<file path="config.mk">
export PLATFORM = sky130hd
export DESIGN_NAME = bus_dma_xlate
export DESIGN_NICKNAME = d
export VERILOG_FILES = /design/src/rtl/bdx_pkg.sv /design/src/rtl/bdx_regfile.sv /design/src/rtl/bdx_window_match.sv /design/src/rtl/bdx_seq.sv /design/src/rtl/bus_dma_xlate.sv
export SDC_FILE = /design/constraint.sdc
export NUM_CORES = 2
export LEC_CHECK = 0
export CAP_MARGIN = 10
export CORE_UTILIZATION = 53
export DETAILED_ROUTE_END_ITERATION = 10
export PLACE_DENSITY = 0.77
export SYNTH_ARGS = -nofsm -noshare
export SYNTH_HDL_FRONTEND = slang
export SYNTH_HIERARCHICAL = 1
export SYNTH_SLANG_ARGS = --single-unit
</file>
<file path="constraint.sdc">
create_clock -name clk -period 3.1 [get_ports clk]
set_clock_uncertainty 0.1 [all_clocks]
set_input_delay 0.62 -clock clk [delete_from_list [all_inputs] [get_ports clk]]
set_output_delay 0.62 -clock clk [all_outputs]
set_load 0.005 [all_outputs]
</file>
<file path="src/rtl/bdx_pkg.sv">
`timescale 1ns/1ps
package bdx_pkg;

  localparam int unsigned DW = 64;

  // bits of the mask register that take part in window sizing
  localparam logic [DW-1:0] SIZE_FIELD  = 64'h0000_0000_FFF0_0000;
  localparam logic [DW-1:0] DIRECT_LOW  = 64'h0000_0000_000F_FFFF;
  localparam logic [DW-1:0] PTE_LOW     = 64'h0000_0000_0000_03FF;
  localparam logic [DW-1:0] PAGE_IDX    = 64'h0000_0000_000F_E000;
  localparam logic [DW-1:0] PAGE_OFFSET = 64'h0000_0000_0000_1FFF;

  typedef enum logic [1:0] {
    ST_IDLE  = 2'd0,
    ST_FETCH = 2'd1,
    ST_RESP  = 2'd2
  } seq_state_e;

  function automatic logic [DW-1:0] cmp_mask(input logic [DW-1:0] msk);
    return ~msk & SIZE_FIELD;
  endfunction

  function automatic logic win_claims(input logic [DW-1:0] addr,
                                      input logic [DW-1:0] base,
                                      input logic [DW-1:0] msk);
    logic [DW-1:0] cm;
    cm = cmp_mask(msk);
    return (addr & cm) == (base & cm);
  endfunction

  function automatic logic [DW-1:0] direct_xlate(input logic [DW-1:0] addr,
                                                 input logic [DW-1:0] msk,
                                                 input logic [DW-1:0] tbase);
    logic [DW-1:0] om;
    om = (msk & SIZE_FIELD) | DIRECT_LOW;
    return (tbase & ~om) | (addr & om);
  endfunction

  function automatic logic [DW-1:0] sg_pte_addr(input logic [DW-1:0] addr,
                                                input logic [DW-1:0] msk,
                                                input logic [DW-1:0] tbase);
    logic [DW-1:0] sized;
    logic [DW-1:0] tb_keep;
    logic [DW-1:0] idx_sel;
    sized   = msk & SIZE_FIELD;
    tb_keep = ~((sized >> 10) | PTE_LOW);
    idx_sel = sized | PAGE_IDX;
    return (tbase & tb_keep) | ((addr & idx_sel) >> 10);
  endfunction

  function automatic logic [DW-1:0] sg_result(input logic [DW-1:0] addr,
                                              input logic [DW-1:0] entry);
    return ((entry & ~64'h1) << 12) | (addr & PAGE_OFFSET);
  endfunction

endpackage

</file>
<file path="src/rtl/bdx_regfile.sv">
`timescale 1ns/1ps
module bdx_regfile
  import bdx_pkg::*;
#(
  parameter int NUM_WIN = 4,
  parameter logic [63:0] CTRL_RST = 64'h0000_0021_0010_0000,
  localparam int RA_W  = $clog2(NUM_WIN) + 2,
  localparam int IDX_W = RA_W - 2
) (
  input  logic            clk,
  input  logic            rst_n,
  input  logic            wr_en,
  input  logic [RA_W-1:0] addr,
  input  logic [DW-1:0]   wdata,
  output logic [DW-1:0]   rdata,
  output logic [DW-1:0]   win_base  [NUM_WIN],
  output logic [DW-1:0]   win_mask  [NUM_WIN],
  output logic [DW-1:0]   win_tbase [NUM_WIN]
);

  localparam logic [1:0] F_BASE  = 2'd0;
  localparam logic [1:0] F_MASK  = 2'd1;
  localparam logic [1:0] F_TBASE = 2'd2;
  localparam logic [1:0] F_CTRL  = 2'd3;

  logic [IDX_W-1:0] idx;
  logic [1:0]       fld;
  logic [DW-1:0]    ctrl_q;
  logic             ctrl_sel;

  assign idx      = addr[RA_W-1:2];
  assign fld      = addr[1:0];
  assign ctrl_sel = (idx == '0) && (fld == F_CTRL);

  for (genvar w = 0; w < NUM_WIN; w++) begin : g_win
    logic sel;
    assign sel = wr_en && (idx == IDX_W'(w));

    always_ff @(posedge clk or negedge rst_n) begin
      if (!rst_n) begin
        win_base[w]  <= '0;
        win_mask[w]  <= '0;
        win_tbase[w] <= '0;
      end else if (sel) begin
        if (fld == F_BASE)  win_base[w]  <= wdata;
        if (fld == F_MASK)  win_mask[w]  <= wdata;
        if (fld == F_TBASE) win_tbase[w] <= wdata;
      end
    end
  end

  always_ff @(posedge clk or negedge rst_n) begin
    if (!rst_n)                 ctrl_q <= CTRL_RST;
    else if (wr_en && ctrl_sel) ctrl_q <= wdata;
  end

  always_comb begin
    rdata = '0;
    for (int w = 0; w < NUM_WIN; w++) begin
      if (idx == IDX_W'(w)) begin
        unique case (fld)
          F_BASE:  rdata = win_base[w];
          F_MASK:  rdata = win_mask[w];
          F_TBASE: rdata = win_tbase[w];
          default: rdata = ctrl_sel ? ctrl_q : '0;
        endcase
      end
    end
  end

endmodule

</file>
<file path="src/rtl/bdx_window_match.sv">
`timescale 1ns/1ps
module bdx_window_match
  import bdx_pkg::*;
#(
  parameter int NUM_WIN = 4
) (
  input  logic [DW-1:0]      addr,
  input  logic [DW-1:0]      win_base  [NUM_WIN],
  input  logic [DW-1:0]      win_mask  [NUM_WIN],
  input  logic [DW-1:0]      win_tbase [NUM_WIN],
  output logic               hit_any,
  output logic               hit_sg,
  output logic [NUM_WIN-1:0] hit_vec,
  output logic [DW-1:0]      direct_addr,
  output logic [DW-1:0]      pte_addr
);

  logic [DW-1:0] cand_direct [NUM_WIN];
  logic [DW-1:0] cand_pte    [NUM_WIN];

  for (genvar w = 0; w < NUM_WIN; w++) begin : g_cmp
    assign hit_vec[w]     = win_base[w][0] && win_claims(addr, win_base[w], win_mask[w]);
    assign cand_direct[w] = direct_xlate(addr, win_mask[w], win_tbase[w]);
    assign cand_pte[w]    = sg_pte_addr(addr, win_mask[w], win_tbase[w]);
  end

  // walk from the highest window down so the lowest claiming one wins
  always_comb begin
    hit_any     = 1'b0;
    hit_sg      = 1'b0;
    direct_addr = addr;
    pte_addr    = '0;
    for (int w = NUM_WIN - 1; w >= 0; w--) begin
      if (hit_vec[w]) begin
        hit_any     = 1'b1;
        hit_sg      = win_base[w][1];
        direct_addr = cand_direct[w];
        pte_addr    = cand_pte[w];
      end
    end
  end

endmodule

</file>
<file path="src/rtl/bdx_seq.sv">
`timescale 1ns/1ps
module bdx_seq
  import bdx_pkg::*;
(
  input  logic          clk,
  input  logic          rst_n,
  input  logic          req_valid,
  output logic          req_ready,
  input  logic [DW-1:0] req_addr,
  input  logic          hit_sg,
  input  logic [DW-1:0] direct_addr,
  input  logic [DW-1:0] pte_addr,
  output logic          mem_req,
  output logic [DW-1:0] mem_addr,
  input  logic          mem_rvalid,
  input  logic [DW-1:0] mem_rdata,
  output logic          rsp_valid,
  output logic [DW-1:0] rsp_addr,
  output logic          accept_evt,
  output logic          accept_sg_evt
);

  seq_state_e    state_q;
  logic [DW-1:0] bus_q;
  logic [DW-1:0] pte_q;
  logic [DW-1:0] rsp_q;

  assign req_ready     = (state_q == ST_IDLE);
  assign accept_evt    = req_valid && req_ready;
  assign accept_sg_evt = accept_evt && hit_sg;
  assign mem_req       = (state_q == ST_FETCH);
  assign mem_addr      = pte_q;
  assign rsp_valid     = (state_q == ST_RESP);
  assign rsp_addr      = rsp_q;

  always_ff @(posedge clk or negedge rst_n) begin
    if (!rst_n) begin
      state_q <= ST_IDLE;
      bus_q   <= '0;
      pte_q   <= '0;
      rsp_q   <= '0;
    end else begin
      unique case (state_q)
        ST_IDLE: begin
          if (accept_sg_evt) begin
            bus_q   <= req_addr;
            pte_q   <= pte_addr;
            state_q <= ST_FETCH;
          end else if (accept_evt) begin
            rsp_q   <= direct_addr;
            state_q <= ST_RESP;
          end
        end
        ST_FETCH: begin
          if (mem_rvalid) begin
            rsp_q   <= sg_result(bus_q, mem_rdata);
            state_q <= ST_RESP;
          end
        end
        default: state_q <= ST_IDLE;
      endcase
    end
  end

endmodule

</file>
<file path="src/rtl/bus_dma_xlate.sv">
`timescale 1ns/1ps
module bus_dma_xlate
  import bdx_pkg::*;
#(
  parameter int NUM_WIN = 4,
  parameter logic [63:0] CTRL_RST = 64'h0000_0021_0010_0000,
  localparam int RA_W = $clog2(NUM_WIN) + 2
) (
  input  logic            clk,
  input  logic            rst_n,
  input  logic            cfg_wr,
  input  logic [RA_W-1:0] cfg_addr,
  input  logic [63:0]     cfg_wdata,
  output logic [63:0]     cfg_rdata,
  input  logic            req_valid,
  output logic            req_ready,
  input  logic [63:0]     req_addr,
  output logic            rsp_valid,
  output logic [63:0]     rsp_addr,
  output logic            mem_req,
  output logic [63:0]     mem_addr,
  input  logic            mem_rvalid,
  input  logic [63:0]     mem_rdata
);

  logic [DW-1:0]      win_base  [NUM_WIN];
  logic [DW-1:0]      win_mask  [NUM_WIN];
  logic [DW-1:0]      win_tbase [NUM_WIN];
  logic               hit_any;
  logic               hit_sg;
  logic [NUM_WIN-1:0] hit_vec;
  logic [DW-1:0]      direct_addr;
  logic [DW-1:0]      pte_addr;
  logic               acc_evt;
  logic               acc_sg_evt;

  bdx_regfile #(.NUM_WIN(NUM_WIN), .CTRL_RST(CTRL_RST)) u_regs (
    .clk       (clk),
    .rst_n     (rst_n),
    .wr_en     (cfg_wr),
    .addr      (cfg_addr),
    .wdata     (cfg_wdata),
    .rdata     (cfg_rdata),
    .win_base  (win_base),
    .win_mask  (win_mask),
    .win_tbase (win_tbase)
  );

  bdx_window_match #(.NUM_WIN(NUM_WIN)) u_match (
    .addr        (req_addr),
    .win_base    (win_base),
    .win_mask    (win_mask),
    .win_tbase   (win_tbase),
    .hit_any     (hit_any),
    .hit_sg      (hit_sg),
    .hit_vec     (hit_vec),
    .direct_addr (direct_addr),
    .pte_addr    (pte_addr)
  );

  bdx_seq u_seq (
    .clk           (clk),
    .rst_n         (rst_n),
    .req_valid     (req_valid),
    .req_ready     (req_ready),
    .req_addr      (req_addr),
    .hit_sg        (hit_sg),
    .direct_addr   (direct_addr),
    .pte_addr      (pte_addr),
    .mem_req       (mem_req),
    .mem_addr      (mem_addr),
    .mem_rvalid    (mem_rvalid),
    .mem_rdata     (mem_rdata),
    .rsp_valid     (rsp_valid),
    .rsp_addr      (rsp_addr),
    .accept_evt    (acc_evt),
    .accept_sg_evt (acc_sg_evt)
  );

endmodule

</file>
==> flow_summary.yaml <==
final_layout:
  multi_input_area_sq_um: 23500
  final_nets: 4552
  regArea_sq_um: 24400
  synthToLayoutAreaGrowth_pct: 28.0
  fillCellCount: 6008
  drive_gt1_frac: 0.450
grt:
  grt_max_degree: 119
  first_global_vias: 37282
  grt_use_total: 0.339
  grt_first_pass_wirelength_um: 238000
  antenna_found_initial: 15
  grt_overflow_total: 0
yosys:
  synthCells: 3754
  yosys_warnings: 6
  syn-mean-instance-area_sq_um: 13.0
  netlist_area_sq_um: 48800
drt:
  wire_per_inst_um: 29.0
  vias_per_cell: 6.42
  wl_um: 163000
  vias: 36081
  drt_iter0_drc: 3746
  drc: 0
  drtAntennaViolNets: 0
  dr.pass1.iters: 6
floorplanning:
  dieArea_sq_um: 93300
  initial_core_util: 0.539
  dieHeight_um: 306
  io_pins: 396
  die_w_um: 306
  rows: 110
  core_sq_um: 90600
critical_path:
  crit_top_cell: "buf_12"
  cp_slowest_cell: "clkdlybuf4s50_1"
  crit_path_max_incr_delay_ns: 0.53
  cp_max_fo: 7
  crit_buf_inv: 6
  worstPathArrival_ns: 3.80
  crit_family: "buffers and inverters"
  worstPathCellList: "clkdlybuf4s50_1, xnor2_1, o21ai_1, or3_4, buf_4, o211a_4, buf_12, a221oi_4, o21ai_4, inv_2, a32o_4, buf_12, buf_16, mux2_4"
  crit_type: "input port to flop"
  start_kind: "input port"
  endpoint_kind: "flop"
  required_ns: 3.57
place:
  portBuffers: 382
  gp_congestion: 0.983
  dp_hpwl_um: 99100
  preCtsSetupSlack_ns: -1.20
clock_network:
  cts.sinks: 975
  clk_pin_slew_ns: 0.06
  clock-root-buffer: "clkbuf_16"
  clockBufferDepth: 3
  cts_buffers: 102
  cts_tree: "built"
  h-tree-depth: 3
  insertion_delay_ns: 0.71
power_and_ir_drop:
  max-vdd-ir-drop_mv: 0.524
  p_per_area_nw_per_um2: 630
  power_uw: 39400
  p_leak_uw: 0.0274
status:
  failed_checks: "negative setup slack"
  outcome: "complete, but fails checks"
sta:
  finalHoldViolations: 0
  setup_slack_ns: -0.231
  worst_pin_slew_ns: 0.677
  rsz0062_at_grt: "yes"
  max_freq_mhz: 300
  period_needed_ns: 3.33
  fin_crit_sh: 1.07
  slew_headroom: 0.547
  setup_viol: 151
  slew_violations: 0
run:
  cap_violations: 0
hold_path:
  hp-class: "input port to async pin"
[power by group]
group          internal [uW]  leakage, uW  switching, uW
Clock                   7360      0.00170           5320
Sequential             15500       0.0120           2130
Combinational           5290       0.0136           3730
[sequential cells by signal (all words and copies together), names as in the netlist]
register / flops
u_seq/state_q: 2
u_seq/rsp_addr: 64
u_regs/win_base: 256
u_regs/ctrl_q: 64
u_regs/win_tbase: 256
u_seq/bus_q: 13
u_regs/win_mask: 256
u_seq/mem_addr: 64
[layout by cell type (no fill, tap or decap), types with 13 or more instances in the layout]
| master | n |
|---|---|
| nand2_1 | 161 |
| dlygate4sd2_1 | 18 |
| buf_8 | 14 |
| mux2_2 | 946 |
| and2_1 | 46 |
| xnor2_1 | 38 |
| a211o_1 | 21 |
| nand4_1 | 13 |
| o21ai_0 | 179 |
| clkbuf_1 | 28 |
| o21ai_2 | 23 |
| a221oi_2 | 45 |
| a21o_1 | 34 |
| clkdlybuf4s50_1 | 309 |
| mux2i_1 | 204 |
| o221ai_1 | 15 |
| clkbuf_16 | 110 |
| or3_1 | 13 |
| buf_16 | 22 |
| mux2_1 | 37 |
| mux4_2 | 46 |
| nor2_1 | 79 |
| a221oi_1 | 42 |
| clkbuf_2 | 31 |
| o22ai_1 | 26 |
| mux2_4 | 138 |
| buf_12 | 114 |
| clkinv_2 | 19 |
| buf_6 | 30 |
| dfrtp_1 | 960 |
| nand2b_1 | 13 |
| a22oi_1 | 18 |
| clkbuf_8 | 20 |
| a21oi_1 | 52 |
| o21ai_1 | 26 |
| buf_4 | 282 |
[what timing repair did]
action | in CTS | in global routing
setup buffers | 56 | 34
endpoints found under the setup margin | 207 | 189
resized for setup | 250 | 271
endpoints found under the hold margin | 22 | 0
pin swaps | 44 | 66
hold buffers | 1 | 0
cloned | 26 | 6
[routing by layer]
metal  part of all wire  track usage
met2               0.47        0.535
met4              0.057        0.189
met1               0.38        0.438
met5            0.00060            0
met3              0.087       0.0675
[final timing paths]
kind                       depth (start not counted)                                 to  slack, ns                         startpoint
hold / removal                                     2    u_regs/win_base[17]$_DFFE_PN0P_       0.36                              rst_n
min in group clk                                   1  u_regs/win_tbase[136]$_DFFE_PN0P_       0.38  u_regs/win_tbase[136]$_DFFE_PN0P_
hold reg to reg                                    1  u_regs/win_tbase[136]$_DFFE_PN0P_       0.38  u_regs/win_tbase[136]$_DFFE_PN0P_
max in group asynchronous                          3       u_regs/ctrl_q[2]$_DFFE_PN0P_       1.48                              rst_n
setup reg to reg                                  13     u_seq/rsp_addr[31]$_DFFE_PN0P_      -0.22    u_regs/win_base[84]$_DFFE_PN0P_
setup / recovery                                  14     u_seq/rsp_addr[31]$_DFFE_PN0P_      -0.23                       req_addr[27]
[stage by stage]
step	utilization	hold WS (ns)	cells	setup TNS, ns	cell area (sq um)
4_1_cts	0.679	0.352	5594	-21.11	61500
6_report	0.690	0.364	5622	-22.73	62500
2_1_floorplan	-	0.224	3756	-37.48	48900
5_1_grt	0.690	0.381	5622	-25.49	62500
3_3_place_gp	0.622	0.360	5323	-176.54	56300
3_5_place_dp	0.622	0.367	5323	-175.41	56300
[layout make-up]
type | instances | share of cell area
diodes | 8 | 0.000320
clock buffers | 152 | 0.0477
clock inverters | 39 | 0.00773
multi-input cells | 2401 | 0.376
well taps | 1176 | 0.0236
inverters | 18 | 0.00138
repair buffers | 853 | 0.152
flip-flops and latches | 975 | 0.391
[worst reg2reg max path: cells and delay by family (launching register included)]
kind	cells	cell delay, ns
DFF	1	0.41
buffers and inverters	5	0.72
xor gates and xnor gates	1	0.20
and+or+nand+nor	1	0.40
AOI/OAI and AO/OA	5	1.08
muxes	1	0.31
No activity file was read; power rests on OpenSTA's default activity.
